**src/rtl/tmr_bus_pkg.sv**
```systemverilog
package tmr_bus_pkg;
    localparam int unsigned NCH = 3;
    localparam int unsigned DW  = 8;
    localparam int unsigned AW  = 2;
    localparam logic [AW-1:0] CTL_ADDR = 2'b11;
    localparam logic [1:0]    SEL_RB   = 2'b11;
    localparam logic [1:0]    FMT_SNAP = 2'b00;

    typedef logic [NCH-1:0] chvec_t;

    typedef struct packed {
        chvec_t          mode_wr;
        chvec_t          cnt_wr;
        chvec_t          latch_cnt;
        chvec_t          latch_sts;
        chvec_t          rd_done;
        logic [1:0]      fmt;
        logic [2:0]      mode;
        logic            bcd;
        logic [DW-1:0]   wbyte;
    } cmd_t;

    // codes with a don't-care top bit collapse onto 010 and 011
    function automatic logic [2:0] fold_mode(input logic [2:0] m);
        return m[1] ? {1'b0, m[1:0]} : m;
    endfunction

    function automatic chvec_t ch_onehot(input logic [AW-1:0] a);
        chvec_t v;
        v = '0;
        for (int i = 0; i < NCH; i++)
            if (a == AW'(i)) v[i] = 1'b1;
        return v;
    endfunction
endpackage

```
**src/rtl/tmr_edge_cap.sv**
```systemverilog
module tmr_edge_cap #(
    parameter int unsigned W = 8
) (
    input  logic         clk,
    input  logic         rst,
    input  logic         active,
    input  logic [W-1:0] din,
    output logic         fire,
    output logic [W-1:0] cap
);
    logic         act_q;
    logic [W-1:0] cap_q;

    always_ff @(posedge clk) begin
        if (rst) begin
            act_q <= 1'b0;
            cap_q <= '0;
        end else begin
            act_q <= active;
            if (active) cap_q <= din;
        end
    end

    // trailing edge of the qualified strobe
    assign fire = act_q & ~active;
    assign cap  = cap_q;
endmodule

```
**src/rtl/tmr_cmd_decode.sv**
```systemverilog
module tmr_cmd_decode
    import tmr_bus_pkg::*;
(
    input  logic              wr_fire,
    input  logic [AW-1:0]     waddr,
    input  logic [DW-1:0]     wdata,
    input  logic              rd_fire,
    input  logic [AW-1:0]     raddr,
    output cmd_t              cmd
);
    logic [1:0] sel;
    logic [1:0] fmt;
    chvec_t     rb_sel;

    assign sel    = wdata[7:6];
    assign fmt    = wdata[5:4];
    assign rb_sel = wdata[NCH:1];

    always_comb begin
        cmd       = '0;
        cmd.fmt   = fmt;
        cmd.mode  = fold_mode(wdata[3:1]);
        cmd.bcd   = wdata[0];
        cmd.wbyte = wdata;
        if (wr_fire) begin
            if (waddr != CTL_ADDR) begin

                cmd.cnt_wr = ch_onehot(waddr);
            end else if (sel != SEL_RB) begin
                if (fmt == FMT_SNAP) cmd.latch_cnt = ch_onehot(sel);
                else                 cmd.mode_wr   = ch_onehot(sel);
            end else begin
                // multi-channel read-back, active-low request bits
                if (!wdata[5]) cmd.latch_cnt = rb_sel;
                if (!wdata[4]) cmd.latch_sts = rb_sel;
            end
        end

        if (rd_fire && raddr != CTL_ADDR) cmd.rd_done = ch_onehot(raddr);
    end
endmodule

```
**src/rtl/tmr_rd_mux.sv**
```systemverilog
module tmr_rd_mux
    import tmr_bus_pkg::*;
(
    input  logic [AW-1:0]     addr,
    input  logic [NCH*DW-1:0] ch_rdata,
    output logic [DW-1:0]     rbyte,
    output logic              hit
);
    logic [DW-1:0] part [NCH];
    chvec_t        sel;

    assign sel = ch_onehot(addr);

    for (genvar g = 0; g < NCH; g++) begin : g_lane
        assign part[g] = sel[g] ? ch_rdata[g*DW +: DW] : '0;
    end

    always_comb begin
        rbyte = '0;
        for (int i = 0; i < NCH; i++) rbyte |= part[i];
    end

    assign hit = |sel;
endmodule

```
**src/rtl/tmr_bus_front.sv**
```systemverilog
module tmr_bus_front
    import tmr_bus_pkg::*;
(
    input  logic                 clk,
    input  logic                 rst,
    input  logic                 cs_n,
    input  logic                 rd_n,
    input  logic                 wr_n,
    input  logic [1:0]           addr,
    input  logic [7:0]           bus_in,
    output logic [7:0]           bus_out,
    output logic                 bus_oe,
    input  logic [23:0]          ch_rdata,
    output logic [2:0]           mode_wr,
    output logic [1:0]           mode_fmt,
    output logic [2:0]           mode_code,
    output logic                 mode_bcd,
    output logic [2:0]           cnt_wr,
    output logic [7:0]           cnt_byte,
    output logic [2:0]           latch_cnt,
    output logic [2:0]           latch_sts,
    output logic [2:0]           rd_done
);
    localparam int unsigned WCAP = AW + DW;

    // strobes count only when selected and not both asserted
    logic wr_act, rd_act;
    assign wr_act = ~cs_n & ~wr_n &  rd_n;
    assign rd_act = ~cs_n & ~rd_n &  wr_n;

    logic            wr_fire, rd_fire;
    logic [WCAP-1:0] wcap;
    logic [AW-1:0]   rcap;

    tmr_edge_cap #(.W(WCAP)) u_wcap (
        .clk(clk), .rst(rst), .active(wr_act),
        .din({addr, bus_in}), .fire(wr_fire), .cap(wcap)
    );

    tmr_edge_cap #(.W(AW)) u_rcap (
        .clk(clk), .rst(rst), .active(rd_act),
        .din(addr), .fire(rd_fire), .cap(rcap)
    );

    cmd_t cmd_d, cmd_q;

    tmr_cmd_decode u_dec (
        .wr_fire(wr_fire), .waddr(wcap[WCAP-1 -: AW]), .wdata(wcap[DW-1:0]),
        .rd_fire(rd_fire), .raddr(rcap), .cmd(cmd_d)
    );

    // one registered strobe cycle, cleared by reset
    always_ff @(posedge clk) begin
        if (rst) cmd_q <= '0;
        else     cmd_q <= cmd_d;
    end

    logic [DW-1:0] rbyte;
    logic          rhit;

    // unregistered read path
    tmr_rd_mux u_mux (.addr(addr), .ch_rdata(ch_rdata), .rbyte(rbyte), .hit(rhit));

    assign bus_oe    = rd_act & rhit;
    assign bus_out   = rbyte;
    assign mode_wr   = cmd_q.mode_wr;
    assign mode_fmt  = cmd_q.fmt;
    assign mode_code = cmd_q.mode;
    assign mode_bcd  = cmd_q.bcd;
    assign cnt_wr    = cmd_q.cnt_wr;
    assign cnt_byte  = cmd_q.wbyte;
    assign latch_cnt = cmd_q.latch_cnt;
    assign latch_sts = cmd_q.latch_sts;
    assign rd_done   = cmd_q.rd_done;
endmodule

```
**config.mk**
```make
export PLATFORM = sky130hd
export DESIGN_NAME = tmr_bus_front
export DESIGN_NICKNAME = d
export VERILOG_FILES = /design/src/rtl/tmr_bus_pkg.sv /design/src/rtl/tmr_edge_cap.sv /design/src/rtl/tmr_cmd_decode.sv /design/src/rtl/tmr_rd_mux.sv /design/src/rtl/tmr_bus_front.sv
export SDC_FILE = /design/constraint.sdc
export NUM_CORES = 1
export LEC_CHECK = 0
export BUFFER_PORTS_ARGS = -buffer_cell sky130_fd_sc_hd__clkbuf_2
export CORE_ASPECT_RATIO = 1.5
export CORE_MARGIN = 4
export CORE_UTILIZATION = 48
export CTS_CLUSTER_SIZE = 40
export DETAILED_ROUTE_END_ITERATION = 10
export PLACE_DENSITY_LB_ADDON = 0.05
export SETUP_SLACK_MARGIN = 0.15
export SKIP_CTS_REPAIR_TIMING = 1
export SYNTH_ARGS = -nofsm -noshare
export SYNTH_HDL_FRONTEND = slang
export SYNTH_HIERARCHICAL = 1
export SYNTH_SLANG_ARGS = --single-unit
```
**constraint.sdc**
```tcl
create_clock -name clk -period 1.9 [get_ports clk]
set_input_delay 0.19 -clock clk [delete_from_list [all_inputs] [get_ports clk]]
set_output_delay 0.19 -clock clk [all_outputs]
set_load 0.01 [all_outputs]
```
# == Yosys cells after proc, flatten, opt, wreduce, memory -nomap -nowiden ==
# Index checks and enable logic that the tools add are counted.
# totals
ff_bits,43
in_bits,39
elab_cells,75
# classes
n_eq_ne,11
n_mux,19
n_bitwise,18
n_reduce_logical,13
# ops
cell,n
8-bit 2-to-1 mux,3
8-bit OR,2
1-bit 2-to-1 mux,12
2-bit logical NOT,5
5-bit OR reduction,2
3-bit 2-to-1 mux,3
1-bit inverter,9
3-bit OR reduction,3
2-bit by 1-bit == test with 1-bit output (second input constant),4
2-bit == test (second input constant),4
1-bit bitwise AND,7
2-bit != test (second input constant),3
2-bit OR reduction,2
2-bit 2-to-1 mux,1
1-bit logical AND,1

# == Depth between registers and ports, before layout ==
# Gate-level depths: netlist (run 1).
# logic_depth
depth_word,8
depth_mapped,6
ltp_nobuf,5

# == Hierarchy ==
# Netlist (run 1), hierarchy kept.
# modules_own_cells
module,instances,cells_per_inst,area_each_um2,seq_area_each_um2
tmr_bus_front,1,64,907.1,580.6
tmr_edge_cap at u_wcap,1,35,386.6,220.2
tmr_cmd_decode,1,44,292.8,0.0
tmr_rd_mux,1,21,205.2,0.0
tmr_edge_cap at u_rcap,1,9,101.3,60.1

# == Least setup slack after synthesis (run 1) ==
# No wires, ideal clock.
# synth_path
path_type,input to register
from,in cs_n
to,reg cmd_q (netlist bit mode_wr[2])
setup_ns,0.114
t_arrival_ns,1.404
required_time_ns,1.786
path_slack_ns,0.382
path_stages,6
path_cell_list,nor3b_1 > buf_6 > and2b_1 > nand3_2 > nor4_1 > and2b_1
# synth_via
elab_chain_len,7
# synth_rtl
item,line_no,rtl
"start, declared",tmr_bus_front.sv:6,"input logic cs_n,"
1-bit inverter,tmr_bus_front.sv:28,assign wr_act = ~cs_n & ~wr_n & rd_n;
1-bit bitwise AND (2 in a row),tmr_bus_front.sv:28,
1-bit inverter,tmr_edge_cap.sv:25,assign fire = act_q & ~active;
1-bit bitwise AND,tmr_edge_cap.sv:25,
named net wr_fire,tmr_bus_front.sv:31,"logic wr_fire, rd_fire;"
1-bit inverter (no source line),n/a,
5-bit OR reduction (no source line),n/a,
"end signal, assigned",tmr_bus_front.sv:55,else cmd_q <= cmd_d;
"end, declared",tmr_bus_front.sv:45,"cmd_t cmd_d, cmd_q;"
# The timed path passes the listed nets, and every way through them passes these cells.
# A chain may end at the register's enable or synchronous reset.

# == Worst setup path in the final report (run 1) ==
# layout_path
from,in addr[1]
to,out bus_out[2]
# layout_via
elab_chain_len,5
elab_cells_between_ends,11
cone_classes,eq/ne (2); mux (6); bitwise (2); reduce/logical (1)
# layout_rtl
item,line_no,rtl
"start, declared",tmr_bus_front.sv:9,"input logic [1:0] addr,"
2-bit by 1-bit == test with 1-bit output / 2-bit logical NOT (equally long branches),tmr_bus_pkg.sv:32,if (a == AW'(i)) v[i] = 1'b1;
1-bit 2-to-1 mux,tmr_bus_pkg.sv:32,
8-bit 2-to-1 mux,tmr_rd_mux.sv:15,assign part[g] = sel[g] ? ch_rdata[g*DW +: DW] : '0;
8-bit OR,tmr_rd_mux.sv:20,for (int i = 0; i < NCH; i++) rbyte |= part[i];
8-bit OR *,tmr_rd_mux.sv:20,
"end, declared",tmr_bus_front.sv:11,"output logic [7:0] bus_out,"
# Every way passes the cells marked *; elsewhere a longest branch is shown, timed or not.

==> impl_metrics.prom, run 1 <==
# TYPE chip_impl_metric gauge
chip_impl_metric{name="worst-endpoint-required",unit="ns"} 1.71
chip_impl_metric{name="maxClockFrequency",unit="MHz"} 821.4
chip_impl_metric{name="asyncSetResetFlopFracSynth",unit="%"} 0
chip_impl_metric{name="ctsLongestPathBuffers",unit=""} 2
chip_impl_metric{name="antenna_found_initial",unit=""} 0
chip_impl_metric{name="area_of_the_multi_input_gates",unit="um2"} 832.0
chip_impl_info{name="regToRegStartpoint",value="u_wcap/cap[7]$_SDFFE_PP0P_"} 1
chip_impl_metric{name="tritoncts.num_buffers",unit=""} 5
chip_impl_metric{name="place_congestion",unit=""} 0.6932
chip_impl_metric{name="number_of_enable_flip_flop_cells_after_synthesis",unit=""} 0
chip_impl_metric{name="floorplan.rows",unit=""} 27
chip_impl_metric{name="post_synth_instance_area",unit="mm2"} 0.001893
chip_impl_metric{name="vias",unit=""} 1365
chip_impl_metric{name="synth_seq_cells",unit=""} 43
chip_impl_metric{name="fin_tns_setup",unit="ns"} 0
chip_impl_metric{name="finalWorstPathRequiredPeriod",unit="ns"} 1.217
chip_impl_metric{name="drcViolationCount",unit=""} 0
chip_impl_info{name="rsz_0062_raised_after_global_routing",value="no"} 1
chip_impl_metric{name="ir_drop",unit="uV"} 630.0
chip_impl_info{name="run_status",value="completed"} 1
chip_impl_metric{name="timing_max_transition_violations_final",unit=""} 0
chip_impl_metric{name="drtAntennaViolNets",unit=""} 0
chip_impl_info{name="crit_path_end",value="bus_out[2]"} 1
chip_impl_info{name="clock-root-buffer",value="sky130_fd_sc_hd__clkbuf_8"} 1
chip_impl_metric{name="synth.yosys.seq_area_share",unit="%"} 45.47
chip_impl_info{name="cp-startpoint",value="addr[1]"} 1
chip_impl_metric{name="timing.max_slew.rel_slack",unit="%"} 56.32
chip_impl_metric{name="dp.final_hpwl",unit="um"} 2735
chip_impl_metric{name="final.setup_skew",unit="ns"} 0.004137
chip_impl_metric{name="number_of_drc_violations_after_detailed_routing_iteration_0",unit=""} 11
chip_impl_metric{name="timing.reg2reg.setup_slack",unit="ns"} 0.69
chip_impl_metric{name="post_route_non_filler_standard_cell_count",unit=""} 280
chip_impl_metric{name="top_level_ports",unit=""} 77
chip_impl_metric{name="worst_pin_slew",unit="ns"} 0.6552
chip_impl_metric{name="drive_gt1_share",unit="%"} 41.77
chip_impl_metric{name="die-height",unit="um"} 84.92
chip_impl_metric{name="timing.final.hold_violations",unit=""} 0
chip_impl_info{name="netlist_top_cells_area",value="sky130_fd_sc_hd__dfxtp_1, sky130_fd_sc_hd__mux2i_1, sky130_fd_sc_hd__nor2b_4"} 1
chip_impl_info{name="critical_path_class",value="primary input to output pin"} 1
chip_impl_metric{name="fillers",unit=""} 352
chip_impl_metric{name="antenna_cells_inserted",unit=""} 0
chip_impl_metric{name="wire_length_of_the_first_global_routing_pass",unit="um"} 5906
chip_impl_metric{name="post_synth.cell_area_avg",unit="um2"} 10.94
chip_impl_metric{name="yosys.cell_types.count",unit=""} 27
chip_impl_metric{name="path_max_fanout",unit=""} 12
chip_impl_metric{name="ctsHtreeMaxLevel",unit=""} 2
chip_impl_metric{name="die_area",unit="mm2"} 0.005033
chip_impl_metric{name="start_util",unit="%"} 50.48
chip_impl_metric{name="port_buffers",unit=""} 76
chip_impl_metric{name="route.detailed.wl_per_inst",unit="um"} 12.45
chip_impl_metric{name="layout_worst_path_cycle_share",unit="%"} 64.08
chip_impl_metric{name="synth_warnings",unit=""} 6
chip_impl_metric{name="area_delta_synth_final",unit="%"} 20.22
chip_impl_info{name="worst_r2r_endpoint",value="latch_cnt[1]$_SDFF_PP0_"} 1
chip_impl_metric{name="yosysTopAreaCellShare",unit="%"} 45.47
chip_impl_metric{name="power_density",unit="mW/mm2"} 779.2
chip_impl_metric{name="postSynthNetCount",unit=""} 212
chip_impl_metric{name="grt_overflow",unit=""} 0
chip_impl_info{name="startpoint_type",value="primary input"} 1
chip_impl_metric{name="core_region_area",unit="mm2"} 0.003750
chip_impl_metric{name="grt_use_total",unit="%"} 15.20
chip_impl_info{name="tritoncts_clock_tree",value="yes"} 1
chip_impl_metric{name="regArea",unit="um2"} 860.8
chip_impl_metric{name="total_leakage_power",unit="nW"} 1.044
chip_impl_info{name="hp-class",value="primary input to flip-flop"} 1
chip_impl_metric{name="post_drt_via_cell_ratio",unit=""} 4.875
chip_impl_metric{name="floorplan.die.width",unit="um"} 59.28
chip_impl_metric{name="placed_cells",unit=""} 273
chip_impl_metric{name="wire_length_after_detailed_routing",unit="um"} 3487
chip_impl_metric{name="reg2regPathDepth",unit=""} 3
chip_impl_metric{name="clock-sinks",unit=""} 43
chip_impl_metric{name="drv.max_cap_violation_count",unit=""} 0
chip_impl_metric{name="drt_pass1_iterations",unit=""} 4
chip_impl_metric{name="placed_area",unit="mm2"} 0.002173
chip_impl_metric{name="post_synth_inst_count",unit=""} 173
chip_impl_metric{name="insertion_delay",unit="ns"} 0.29
chip_impl_metric{name="grt_max_degree",unit=""} 31
chip_impl_metric{name="nets",unit=""} 276
chip_impl_info{name="post-synth-top-area-cell",value="sky130_fd_sc_hd__dfxtp_1"} 1
chip_impl_metric{name="finalSetupViolCount",unit=""} 0
chip_impl_metric{name="first_global_vias",unit=""} 1364
chip_impl_metric{name="cts.clk_slew.worst_paths",unit="ns"} 0.07
chip_impl_info{name="yosys_most_used_dff",value="sky130_fd_sc_hd__dfxtp_1"} 1
chip_impl_metric{name="postLayoutCellArea",unit="mm2"} 0.002276
chip_impl_info{name="critPathCaptureType",value="output pin"} 1
chip_impl_metric{name="critPathArrivalTime",unit="ns"} 1.03
==> worst max-delay path, stage by stage <==
cell	delay (ns)
sky130_fd_sc_hd__clkbuf_2	0.22
sky130_fd_sc_hd__nor2b_4	0.29
sky130_fd_sc_hd__o2bb2ai_1	0.15
sky130_fd_sc_hd__clkbuf_2	0.17
==> flip-flops by register name, summed over array words and instances, names as in the netlist, 2 cells and up <==
register	count
u_wcap/cap	10
cnt_byte	8
cnt_wr	3
latch_cnt	3
latch_sts	3
mode_code	3
mode_wr	3
rd_done	3
mode_fmt	2
u_rcap/cap	2
==> cell families after synthesis <==
group	after synthesis	share of synthesized area (%)
AO/OA/AOI/OAI	11	5.684
flip-flops	43	45.47
multiplexers	20	10.57
buffers and inverters	26	10.84
AND/OR/NAND/NOR	73	27.43
==> layout make-up <==
class / count / area share [%]
clock buffer: 6 / 3.189
sequential: 43 / 37.82
multi-input combinational: 104 / 36.56
tap: 43 / 2.364
timing repair buffer: 78 / 17.92
clock inverter: 1 / 1.319
inverter: 5 / 0.8246
==> per-layer routing <==
| layer | GRT usage (%) | vias to the layer above | share of wire, % |
|---|---|---|---|
| met5 | 0 | - | 0 |
| met2 | 27.26 | 51 | 53 |
| li1 | - | 695 | - |
| met1 | 15.03 | 612 | 38 |
| met4 | 6.186 | 0 | 1.7 |
| met3 | 5.784 | 7 | 8.1 |
==> cells in the final DEF (no fill, tap or decap), drive strengths merged <==
master and n:
and3b 3, clkbuf 82, nor4bb 1, nand3b 1, and2b 9, nor3 3
bufinv 1, dfxtp 43, nand2 4, a211oi 1, nor3b 4, o2bb2ai 8
buf 2, a2111oi 2, nor2 15, nor2b 25, nor4 3, mux2i 20
nand3 2, inv 5, or2 2, or3 1
==> Yosys cell counts, drive strengths merged, types with 2 or more instances <==
| cell | number |
|---|---|
| nor2 | 15 |
| a2111oi | 2 |
| buf | 20 |
| nor3 | 3 |
| dfxtp | 43 |
| and2b | 9 |
| inv | 5 |
| o2bb2ai | 8 |
| nor3b | 4 |
| nor2b | 25 |
| nor4 | 3 |
| and3b | 3 |
| nand3 | 2 |
| or2 | 2 |
| nand2 | 4 |
| mux2i | 20 |
==> metrics by stage <==
stage | worst slack [ns] | hold slack (ns) | util (%) | power, mW
2_1_floorplan | 0.3819 | 0.2616 | - | 1.076
3_3_place_gp | 0.4519 | 0.4233 | 57.96 | 1.127
3_5_place_dp | 0.3831 | 0.4351 | 57.96 | 1.133
4_1_cts | 0.6695 | 0.1267 | 60.69 | 1.795
5_1_grt | 0.5448 | 0.1340 | 60.69 | 1.855
6_report | 0.6825 | 0.1265 | 60.69 | 1.773
==> power by group <==
group | switching, mW | leakage, nW | internal, mW
combinational | 0.0865 | 0.645 | 0.0909
clock | 0.279 | 0.0513 | 0.385
sequential | 0.0147 | 0.348 | 0.917
total | 0.381 | 1.04 | 1.39
==> worst min path at each step <==
stage                          from                          to  cells past startpoint
after detailed placement  bus_in[0]  u_wcap/cap[0]$_SDFFE_PP0P_                      3
after floorplan                 rst     u_rcap/act_q$_SDFF_PP0_                      1
after global placement    bus_in[5]  u_wcap/cap[5]$_SDFFE_PP0P_                      3
after global routing      bus_in[3]  u_wcap/cap[3]$_SDFFE_PP0P_                      3
after CTS                 bus_in[3]  u_wcap/cap[3]$_SDFFE_PP0P_                      3
final                     bus_in[3]  u_wcap/cap[3]$_SDFFE_PP0P_                      3
Note: power is estimated with default switching activity, not from simulation.
==> run 2, diff against run 1 <==
- clock period: 1.9 -> 1.2 ns (I/O delays scaled with it)
==> run 2 against run 1 <==
Cell count increased by 2.9%. Core utilization is 3.8 points higher. Sequential share of layout area shrank 1.7 points. Clock power up 30%. Largest cell class is now multi-input gates. Wire length is 10% higher. Critical path depth stayed put.
==> impl_metrics.prom, run 2 (synthesis results as in run 1) <==
# TYPE chip_impl_metric gauge
chip_impl_metric{name="layout_worst_path_cycle_share",unit="%"} 99.51
chip_impl_info{name="critPathCaptureType",value="flip-flop"} 1
chip_impl_metric{name="postLayoutCoreUtil",unit="%"} 64.50
chip_impl_metric{name="dp.final_hpwl",unit="um"} 2699
chip_impl_metric{name="ctsLongestPathBuffers",unit=""} 2
chip_impl_info{name="run_status",value="completed"} 1
chip_impl_info{name="critical_path_class",value="flip-flop to flip-flop"} 1
chip_impl_metric{name="die-height",unit="um"} 84.92
chip_impl_metric{name="place_congestion",unit=""} 0.6694
chip_impl_metric{name="post_drt_via_cell_ratio",unit=""} 4.875
chip_impl_metric{name="floorplan.die.width",unit="um"} 59.28
chip_impl_metric{name="timing.reg2reg.setup_slack",unit="ns"} 0.006
chip_impl_metric{name="worst-endpoint-required",unit="ns"} 1.43
chip_impl_metric{name="port_buffers",unit=""} 76
chip_impl_metric{name="final.setup_skew",unit="ns"} 0.003601
chip_impl_metric{name="antenna_found_initial",unit=""} 0
chip_impl_info{name="regToRegStartpoint",value="u_wcap/act_q$_SDFF_PP0_"} 1
chip_impl_metric{name="first_global_vias",unit=""} 1319
chip_impl_info{name="layout.cells.most_common_list",value="sky130_fd_sc_hd__clkbuf_2, sky130_fd_sc_hd__dfxtp_1, sky130_fd_sc_hd__mux2i_1"} 1
chip_impl_metric{name="die_area",unit="mm2"} 0.005033
chip_impl_metric{name="timing.max_slew.rel_slack",unit="%"} 79.39
chip_impl_metric{name="finalSetupViolCount",unit=""} 0
chip_impl_metric{name="regArea",unit="um2"} 874.6
chip_impl_metric{name="number_of_drc_violations_after_detailed_routing_iteration_0",unit=""} 27
chip_impl_metric{name="cts.clk_slew.worst_paths",unit="ns"} 0.08
chip_impl_info{name="worst_hold_launch",value="bus_in[4]"} 1
chip_impl_metric{name="vias",unit=""} 1404
chip_impl_info{name="startpoint_type",value="flip-flop"} 1
chip_impl_metric{name="path_max_fanout",unit=""} 5
chip_impl_metric{name="total_leakage_power",unit="nW"} 1.094
chip_impl_metric{name="top_level_ports",unit=""} 77
chip_impl_metric{name="timing.final.hold_violations",unit=""} 0
chip_impl_metric{name="drt_pass1_iterations",unit=""} 4
chip_impl_metric{name="worst_pin_slew",unit="ns"} 0.3077
chip_impl_info{name="clock-root-buffer",value="sky130_fd_sc_hd__clkbuf_8"} 1
chip_impl_metric{name="timing_max_transition_violations_final",unit=""} 0
chip_impl_metric{name="clock-sinks",unit=""} 43
chip_impl_metric{name="core_region_area",unit="mm2"} 0.003750
chip_impl_metric{name="largest_register_ff_count",unit=""} 10
chip_impl_metric{name="grt_overflow",unit=""} 0
chip_impl_metric{name="tritoncts.num_buffers",unit=""} 5
chip_impl_metric{name="ctsHtreeMaxLevel",unit=""} 2
chip_impl_metric{name="power_density",unit="mW/mm2"} 1095
chip_impl_metric{name="wire_length_after_detailed_routing",unit="um"} 3836
chip_impl_metric{name="area_delta_synth_final",unit="%"} 27.76
chip_impl_metric{name="antenna_cells_inserted",unit=""} 0
chip_impl_metric{name="ir_drop",unit="uV"} 905.5
chip_impl_metric{name="worst_slack_after_detailed_placement",unit="ns"} -0.06854
chip_impl_metric{name="critPathArrivalTime",unit="ns"} 1.42
chip_impl_metric{name="maxClockFrequency",unit="MHz"} 837.4
chip_impl_metric{name="grt_max_degree",unit=""} 44
chip_impl_metric{name="route.detailed.wl_per_inst",unit="um"} 13.32
chip_impl_metric{name="drcViolationCount",unit=""} 0
chip_impl_metric{name="fin_ws",unit="ns"} 0.005847
chip_impl_metric{name="area_of_the_multi_input_gates",unit="um2"} 925.9
chip_impl_metric{name="start_util",unit="%"} 50.48
chip_impl_metric{name="grt_use_total",unit="%"} 14.47
chip_impl_info{name="layout_commonest_cell",value="sky130_fd_sc_hd__clkbuf_2"} 1
chip_impl_info{name="tritoncts_clock_tree",value="yes"} 1
chip_impl_info{name="cp-startpoint",value="u_wcap/act_q$_SDFF_PP0_"} 1
chip_impl_metric{name="drv.max_cap_violation_count",unit=""} 0
chip_impl_info{name="hp-class",value="primary input to flip-flop"} 1
chip_impl_metric{name="fillers",unit=""} 341
chip_impl_metric{name="floorplan.rows",unit=""} 27
chip_impl_info{name="rsz_0062_raised_after_global_routing",value="yes"} 1
chip_impl_metric{name="drtAntennaViolNets",unit=""} 0
chip_impl_metric{name="drive_gt1_share",unit="%"} 49.39
chip_impl_metric{name="nets",unit=""} 283
chip_impl_metric{name="wire_length_of_the_first_global_routing_pass",unit="um"} 5664
chip_impl_metric{name="finalWorstPathRequiredPeriod",unit="ns"} 1.194
chip_impl_metric{name="insertion_delay",unit="ns"} 0.29
run 2: cell types whose count changed in the layout (fill, tap and decap cells not counted), moves of 2 or more:
cell                        previous run  this run
sky130_fd_sc_hd__nor4_1                3         1
sky130_fd_sc_hd__nor3_2                0         2
sky130_fd_sc_hd__dfxtp_1              43        36
sky130_fd_sc_hd__dfxtp_2               0         5
sky130_fd_sc_hd__nor3_1                3         1
sky130_fd_sc_hd__buf_4                 1         7
sky130_fd_sc_hd__a2111oi_2             2         0
sky130_fd_sc_hd__dfxtp_4               0         2
sky130_fd_sc_hd__a2111oi_4             0         2
run 2: layout make-up:
class	count	area share (%)
multi-input cells	105	38.28
flip-flops and latches	43	36.16
clock inverters	2	0.5173
clock buffers	6	3.001
inverters	5	0.7760
well taps	43	2.225
repair buffers	84	19.04
run 2: worst paths after layout:
kind	to	cells after the start
max	mode_wr[0]$_SDFF_PP0_	4
min	u_wcap/cap[4]$_SDFFE_PP0P_	3
max reg2reg	mode_wr[0]$_SDFF_PP0_	4
min reg2reg	mode_bcd$_SDFF_PP0_	1
run 2: where the power goes:
group / internal (mW) / leakage [nW] / switching (mW)
registers: 1.45 / 0.352 / 0.0254
logic: 0.158 / 0.701 / 0.152
clock network: 0.406 / 0.0412 / 0.456
total: 2.01 / 1.09 / 0.634
run 2: worst max-delay path, cell delays in order (launching register included):
cell and delay [ns]:
sky130_fd_sc_hd__dfxtp_1 0.31, sky130_fd_sc_hd__and2b_2 0.21, sky130_fd_sc_hd__nand3_4 0.15, sky130_fd_sc_hd__nor4_1 0.30, sky130_fd_sc_hd__nor2b_1 0.16
run 2: metal layers:
layer | routed length, um | vias up | track usage, % | share of wire (%)
met5 | 0 | - | 0 | 0
met4 | 91 | 0 | 7.010 | 2.4
met3 | 246 | 10 | 4.871 | 6.4
met2 | 2073 | 52 | 25.27 | 54
met1 | 1424 | 636 | 14.82 | 37
li1 | - | 706 | - | -
run 2: metrics by stage:
stage	cell area (um2)	cells	TNS (ns)	total power, mW	hold slack (ns)
after global routing	2419	288	-0.0008850	2.775	0.08919
final	2419	288	0	2.648	0.06737
after CTS	2300	284	0	2.678	0.05774
after detailed placement	2215	276	-0.2973	1.806	0.3660
after floorplan	1917	173	-0.08908	1.708	0.1916
after global placement	2215	276	-0.1179	1.797	0.3522
==> run 3, diff against run 2 <==
- CORE_ASPECT_RATIO: 1.5 -> default
- SETUP_SLACK_MARGIN: 0.15 -> default
==> run 3 against run 2 <==
Critical path depth shrank 1. Wire length decreased by 4.0%. Sequential power hardly changed. Hold slack got worse by 0.0028 ns. Core utilization is 1.7 points lower. Cell area down 2.8%. Sequential share of layout area is 0.63 points higher. Critical endpoint is now latch_cnt[1]$_SDFF_PP0_. Largest cell class unchanged. Highest routed layer unchanged.
==> impl_metrics.prom, run 3 (synthesis results as in run 1) <==
# TYPE chip_impl_metric gauge
chip_impl_metric{name="port_buffers",unit=""} 76
chip_impl_info{name="layout.cells.most_common_list",value="sky130_fd_sc_hd__clkbuf_2, sky130_fd_sc_hd__dfxtp_1, sky130_fd_sc_hd__mux2i_1"} 1
chip_impl_metric{name="antenna_cells_inserted",unit=""} 0
chip_impl_metric{name="drcViolationCount",unit=""} 0
chip_impl_metric{name="timing_max_transition_violations_final",unit=""} 0
chip_impl_metric{name="wire_length_of_the_first_global_routing_pass",unit="um"} 6072
chip_impl_metric{name="clock-sinks",unit=""} 43
chip_impl_info{name="layout_commonest_cell",value="sky130_fd_sc_hd__clkbuf_2"} 1
chip_impl_metric{name="floorplan.rows",unit=""} 22
chip_impl_info{name="critPathCaptureType",value="flip-flop"} 1
chip_impl_metric{name="die-height",unit="um"} 70.80
chip_impl_metric{name="largest_register_ff_count",unit=""} 10
chip_impl_metric{name="grt_use_total",unit="%"} 14.90
chip_impl_metric{name="start_util",unit="%"} 50.57
chip_impl_metric{name="tritoncts.num_buffers",unit=""} 5
chip_impl_metric{name="antenna_found_initial",unit=""} 0
chip_impl_metric{name="postLayoutCoreUtil",unit="%"} 62.77
chip_impl_metric{name="insertion_delay",unit="ns"} 0.29
chip_impl_metric{name="drt_pass1_iterations",unit=""} 2
chip_impl_metric{name="fillers",unit=""} 330
chip_impl_metric{name="floorplan.die.width",unit="um"} 70.80
chip_impl_metric{name="drive_gt1_share",unit="%"} 45.90
chip_impl_metric{name="core_region_area",unit="mm2"} 0.003744
chip_impl_info{name="tritoncts_clock_tree",value="yes"} 1
chip_impl_metric{name="layout_worst_path_cycle_share",unit="%"} 94.99
chip_impl_metric{name="cts.clk_slew.worst_paths",unit="ns"} 0.08
chip_impl_metric{name="path_max_fanout",unit=""} 6
chip_impl_metric{name="grt_overflow",unit=""} 0
chip_impl_info{name="critical_path_class",value="flip-flop to flip-flop"} 1
chip_impl_info{name="rsz_0062_raised_after_global_routing",value="no"} 1
chip_impl_metric{name="place_congestion",unit=""} 0.7817
chip_impl_info{name="startpoint_type",value="flip-flop"} 1
chip_impl_metric{name="drv.max_cap_violation_count",unit=""} 0
chip_impl_metric{name="timing.final.hold_violations",unit=""} 0
chip_impl_metric{name="postLayoutCellArea",unit="mm2"} 0.002350
chip_impl_metric{name="ir_drop",unit="uV"} 676.9
chip_impl_metric{name="die_area",unit="mm2"} 0.005013
chip_impl_metric{name="timing.max_slew.rel_slack",unit="%"} 75.63
chip_impl_info{name="hp-class",value="primary input to flip-flop"} 1
chip_impl_metric{name="worst_pin_slew",unit="ns"} 0.3655
chip_impl_metric{name="first_global_vias",unit=""} 1418
chip_impl_metric{name="post_drt_via_cell_ratio",unit=""} 4.771
chip_impl_metric{name="total_leakage_power",unit="nW"} 1.070
chip_impl_metric{name="power",unit="mW"} 2.654
chip_impl_metric{name="ctsHtreeMaxLevel",unit=""} 2
chip_impl_metric{name="nets",unit=""} 282
chip_impl_metric{name="dp.final_hpwl",unit="um"} 2811
chip_impl_metric{name="top_level_ports",unit=""} 77
chip_impl_metric{name="maxClockFrequency",unit="MHz"} 877.3
chip_impl_metric{name="wire_length_after_detailed_routing",unit="um"} 3684
chip_impl_metric{name="finalWorstPathRequiredPeriod",unit="ns"} 1.140
chip_impl_metric{name="drtAntennaViolNets",unit=""} 0
chip_impl_metric{name="area_delta_synth_final",unit="%"} 24.12
chip_impl_metric{name="final.hold.worst_slack",unit="ns"} 0.06459
chip_impl_metric{name="finalSetupViolCount",unit=""} 0
chip_impl_metric{name="vias",unit=""} 1393
chip_impl_metric{name="route.detailed.wl_per_inst",unit="um"} 12.62
chip_impl_metric{name="ctsLongestPathBuffers",unit=""} 2
chip_impl_metric{name="timing.reg2reg.setup_slack",unit="ns"} 0.06
chip_impl_info{name="run_status",value="completed"} 1
chip_impl_metric{name="grt_max_degree",unit=""} 44
chip_impl_metric{name="worst-endpoint-required",unit="ns"} 1.43
chip_impl_metric{name="critPathArrivalTime",unit="ns"} 1.37
chip_impl_info{name="clock-root-buffer",value="sky130_fd_sc_hd__clkbuf_8"} 1
chip_impl_metric{name="number_of_drc_violations_after_detailed_routing_iteration_0",unit=""} 88
chip_impl_metric{name="area_of_the_multi_input_gates",unit="um2"} 868.3
chip_impl_metric{name="final.setup_skew",unit="ns"} 0.006752
chip_impl_metric{name="regArea",unit="um2"} 864.6
chip_impl_metric{name="power_density",unit="mW/mm2"} 1130
chip_impl_metric{name="placed_area",unit="mm2"} 0.002238
## run 3: report_power, final
part | switching [mW] | internal (mW)
sequential | 0.0219 | 1.45
combinational | 0.150 | 0.157
clock | 0.467 | 0.406
total | 0.638 | 2.02
## run 3: final cells by class
cell class | instances | area share (%)
multi-input cells | 104 | 36.95
clock inverters | 2 | 0.5325
flip-flops and latches | 43 | 36.79
repair buffers | 84 | 19.28
clock buffers | 6 | 3.088
inverters | 5 | 0.7987
well taps | 48 | 2.556
## run 3: worst max-delay path, cell delays in order, from the launching register on
cell and delay, ns:
sky130_fd_sc_hd__dfxtp_2 0.35, sky130_fd_sc_hd__or2_4 0.26, sky130_fd_sc_hd__a2111oi_4 0.33, sky130_fd_sc_hd__nor2b_1 0.15
## run 3: worst paths after layout
check | startpoint | endpoint | cells after the start
setup / recovery | u_wcap/cap[7]$_SDFFE_PP0P_ | latch_cnt[1]$_SDFF_PP0_ | 3
hold / removal | bus_in[4] | u_wcap/cap[4]$_SDFFE_PP0P_ | 3
setup reg to reg | u_wcap/cap[7]$_SDFFE_PP0P_ | latch_cnt[1]$_SDFF_PP0_ | 3
hold reg to reg | u_wcap/cap[0]$_SDFFE_PP0P_ | cnt_byte[0]$_SDFF_PP0_ | 1
## run 3: routing by layer
metal | wire length [um] | global-route usage (%)
met3 | 239 | 4.261
met1 | 1553 | 16.53
met5 | 0 | 0
met4 | 34 | 6.889
met2 | 1857 | 26.16
## run 3: through the flow
stage / TNS (ns) / cells / worst slack, ns
floorplan: -0.08908 / 173 / -0.03043
global route: 0 / 292 / 0.004333
detailed placement: -0.1964 / 284 / -0.05118
global placement: -0.02739 / 284 / -0.01018
CTS: 0 / 292 / 0.02696
finish: 0 / 292 / 0.06008
